--- config.mk ---
export PLATFORM = sky130hd
export DESIGN_NAME = cla_grouped_adder
export DESIGN_NICKNAME = d
export VERILOG_FILES = /design/src/rtl/cla_grouped_adder.sv
export SDC_FILE = /design/constraint.sdc
export NUM_CORES = 1
export LEC_CHECK = 0
export ABC_AREA = 1
export BUFFER_PORTS_ARGS = -buffer_cell sky130_fd_sc_hd__buf_2
export CAP_MARGIN = 5
export CELL_PAD_IN_SITES_DETAIL_PLACEMENT = 0
export CELL_PAD_IN_SITES_GLOBAL_PLACEMENT = 1
export CORE_MARGIN = 4
export CORE_UTILIZATION = 28
export DETAILED_ROUTE_END_ITERATION = 10
export PLACE_DENSITY_LB_ADDON = 0.1
export SETUP_SLACK_MARGIN = 0.05
export SYNTH_ARGS = -nofsm -noshare
export SYNTH_HDL_FRONTEND = slang
export SYNTH_SLANG_ARGS = --single-unit
--- constraint.sdc ---
create_clock -name vclk -period 2.9
set_input_delay 0.145 -clock vclk [all_inputs]
set_output_delay 0.145 -clock vclk [all_outputs]
set_load 0.005 [all_outputs]
--- src/rtl/cla_grouped_adder.sv ---
module cla_grouped_adder #(
  parameter int WIDTH = 16,
  parameter int GROUP = 4
) (
  input  logic [WIDTH-1:0] a,
  input  logic [WIDTH-1:0] b,
  input  logic             ci,
  output logic [WIDTH-1:0] s,
  output logic             co
);
  localparam int NGRP = WIDTH / GROUP;

  if (NGRP * GROUP != WIDTH || GROUP < 1) begin : g_bad_cfg
    $error("WIDTH must be a whole multiple of GROUP");
  end

  for (genvar gi = 0; gi < NGRP; gi++) begin : grp
    localparam int BASE = gi * GROUP;
    logic [GROUP-1:0] gp, gg, gcar;
    logic             gcin;
    logic [GROUP:0]   gch;

    if (gi == 0) begin : g_first
      assign gcin = ci;
    end else begin : g_next
      assign gcin = grp[gi-1].gcar[GROUP-1];
    end

    assign gp = a[BASE +: GROUP] ^ b[BASE +: GROUP];
    assign gg = a[BASE +: GROUP] & b[BASE +: GROUP];

    always_comb begin
      for (int k = 0; k < GROUP; k++) begin
        logic acc, term;
        term = gcin;
        for (int u = 0; u <= k; u++) term = term & gp[u];
        acc = term;
        for (int t = 0; t <= k; t++) begin
          term = gg[t];
          for (int u = t + 1; u <= k; u++) term = term & gp[u];
          acc = acc | term;
        end
        gcar[k] = acc;
      end
    end

    assign gch = {gcar, gcin};
    assign s[BASE +: GROUP] = gp ^ gch[GROUP-1:0];

    always_comb begin
      if (&gp)
        p_all_prop_pass_r4: assert (gcar[GROUP-1] == gcin)
          else $error("r4: slice %0d did not pass its carry-in", gi);
      if (gg[GROUP-1])
        p_top_gen_sets_r6: assert (gcar[GROUP-1])
          else $error("r6: slice %0d lost its generated carry", gi);
      if (!gp[GROUP-1] && !gg[GROUP-1])
        p_kill_blocks_r7: assert (!gcar[GROUP-1])
          else $error("r7: slice %0d passed a killed carry", gi);
    end
  end

  assign co = grp[NGRP-1].gcar[GROUP-1];

  always_comb begin
    p_total_match_r1: assert ({co, s} == ({1'b0, a} + {1'b0, b} + {{WIDTH{1'b0}}, ci}))
      else $error("r1: sum mismatch");
  end
endmodule

==> flow_summary_export.csv <==
group,metric,value,unit
status,status,"finished, final reports clean",
floorplanning,io_pins,50,
yosys,synth_nets,157,
placed_design,dp.final_hpwl,1440,µm
final_layout,fill_cells,220,
yosys,yosys_warnings,0,
yosys,syn_inst,100,
detailed_routing,wl_met1,761,µm
detailed_routing,ant_nets,0,
timing,relSlewSlack,85.6,%
timing,worst_slack,0.138,ns
floorplanning,fp.dieArea,3390,µm²
power_and_ir_drop,power_frac_seq,0,%
yosys,ys_types,8,
timing,hold_viol,0,
global_route,track_usage,10.1,%
setup_path,cp_max_fo,2,
power_and_ir_drop,clkPwrFrac,0,%
cts,cts_hold_buffers,0,
yosys,syn_area,706,µm²
detailed_routing,top_layer,"met4",
detailed_routing,drc,0,
setup_path,cp.arrival,2.62,ns
setup_path,cp-endpoint,"s[13]",
global_route,grt_max_degree,6,
setup_path,critPathLaunch,"b[0]",
timing,setup_tns,0,ns
placed_design,preCtsSetupSlack,-0.0542,ns
power_and_ir_drop,intPower,0.000147,W
yosys,seq_area_frac_synth,0,%
placed_design,place.gp.congestion,0.679,
final_layout,clockBufferCount,0,
placed_design,placed_area,1030,µm²
timing,rsz0062_at_grt,"yes",
final_layout,layout.area.seq,0,µm²
timing,worst_slew_pin_slew,0.216,ns
detailed_routing,vias,879,
power_and_ir_drop,power,0.000269,W
global_route,grt_remaining_overflow,0,
power_and_ir_drop,p_leak,0.709,nW
power_and_ir_drop,power.share.switching,45.6,%
floorplanning,core,2300,µm²
floorplanning,die_w,58.2,µm
final_layout,seq_cell_count,0,
flow_run,cap_violations,0,
setup_path,crit_type,"input pin to output pin",
detailed_routing,drt-pass1-iter-count,4,
setup_path,cp.required,2.76,ns
floorplanning,fp-row-count,17,
detailed_routing,drt_iter0_markers,8,
detailed_routing,avgViaCountPerCell,4.46,
floorplanning,start_util,30.7,%
global_route,antenna_found_initial,0,
final_layout,n_antenna_cell,0,
final_layout,final_common_cell,"buf_2",
final_layout,stdcell_area,1260,µm²
final_layout,drive_gt1_share,52.7,%
timing,min_period,2.76,ns
timing,max_freq,362,MHz
power_and_ir_drop,p_switching,0.000123,W
setup_path,worst_setup_path_end_kind,"output pin",
final_layout,layout.nets,228,
final_layout,final_cell_mix,"buf_2, nand2_1, buf_4, inv_1, ha_1",
detailed_routing,wl_met2,975,µm
final_layout,syn2layout_area_growth,78.5,%
detailed_routing,wl_per_cell,9.83,µm
detailed_routing,route.met3.wl,181,µm
floorplanning,die_h,58.2,µm
global_route,grt_pass1_vias,798,
timing,maxSlewViolCount,0,
hold_path,hold_depth,3,
timing,worst_hold_slack,0.639,ns
timing,fin_crit_sh,95.2,%
detailed_routing,wirelength,1940,µm
global_route,grt_pass1_wl,2950,µm
power_and_ir_drop,ir_drop,0.106,mV
placed_design,numPortBuffers,50,
power_and_ir_drop,p_per_area,214,nW/µm²
hold_path,min_path_type,"input pin to output pin",
setup_path,cp-start-kind,"input pin",
yosys,synth.avg_cell_area,7.06,µm²
timing,finalSetupViolCount,0,
power_and_ir_drop,combPwrFrac,100.0,%
-- how the worst min path moves through the flow --
stage / from / to / slack [ns]
2_1_floorplan: ci / s[0] / 0.44
3_3_place_gp: ci / s[0] / 0.63
3_5_place_dp: ci / s[0] / 0.64
4_1_cts: ci / s[0] / 0.64
5_1_grt: b[8] / s[8] / 0.66
6_report: b[8] / s[8] / 0.64
-- cells in the mapped netlist --
library cell  instances  area [µm²]
nand2_1              32         120
xor2_1                8        70.1
nand3_1              12        60.1
nand3_2               4        40.0
nand4_1               4        25.0
ha_1                 20         250
fa_1                  4        80.1
inv_1                16        60.1
-- cell families (layout without fill, tap and decap cells) --
group | count (synthesis) | after routing | synth area share, %
fa+ha+maj | 24 | 24 | 46.8
buf+inv | 16 | 85 | 8.51
simple gates | 52 | 52 | 34.8
xor+xnor | 8 | 8 | 9.93
-- power by group through the flow --
stage,Clock [W],Combinational (W),Sequential [W]
after floorplan,0,0.000116,0
after global placement,0,0.000206,0
after detailed placement,0,0.000207,0
after CTS,0,0.000243,0
after global routing,0,0.000301,0
final,0,0.000269,0
-- metal layers --
metal	track usage [%]	up-vias
li1	-	463
met1	11.5	383
met4	0.993	0
met5	0	-
met2	20.0	31
met3	1.78	2
-- timing repair --
item	in CTS	in global routing
gates resized for setup	5	20
gates cloned	0	0
pin swaps	2	16
setup endpoints to repair	5	6
buffers inserted	14	1
-- worst max-delay path, cell delays in order --
cell	delay, ns
buf_8	0.10
ha_4	0.23
ha_4	0.16
nand3_2	0.05
nand4_1	0.11
nand2_1	0.10
nand2_1	0.07
ha_2	0.18
nand3_2	0.05
nand4_1	0.09
nand2_1	0.10
nand2_2	0.08
ha_4	0.16
nand3_2	0.06
nand4_1	0.10
nand2_1	0.09
nand2_2	0.09
fa_2	0.37
xor2_1	0.17
buf_2	0.14
-- cell type report --
type                            instances  area, µm²  area share [%]
Tap cell                               28       35.0            2.78
Multi-Input combinational cell         84        756            60.0
Timing Repair Buffer                   69        409            32.5
Inverter                               16       60.1            4.77
-- per-stage QoR --
step | cells | util, %
floorplan | 100 | -
global placement | 183 | 44.8
detailed placement | 183 | 44.8
CTS | 197 | 49.9
global route | 197 | 54.8
finish | 197 | 54.8
Power figures use the tool's default switching activity.
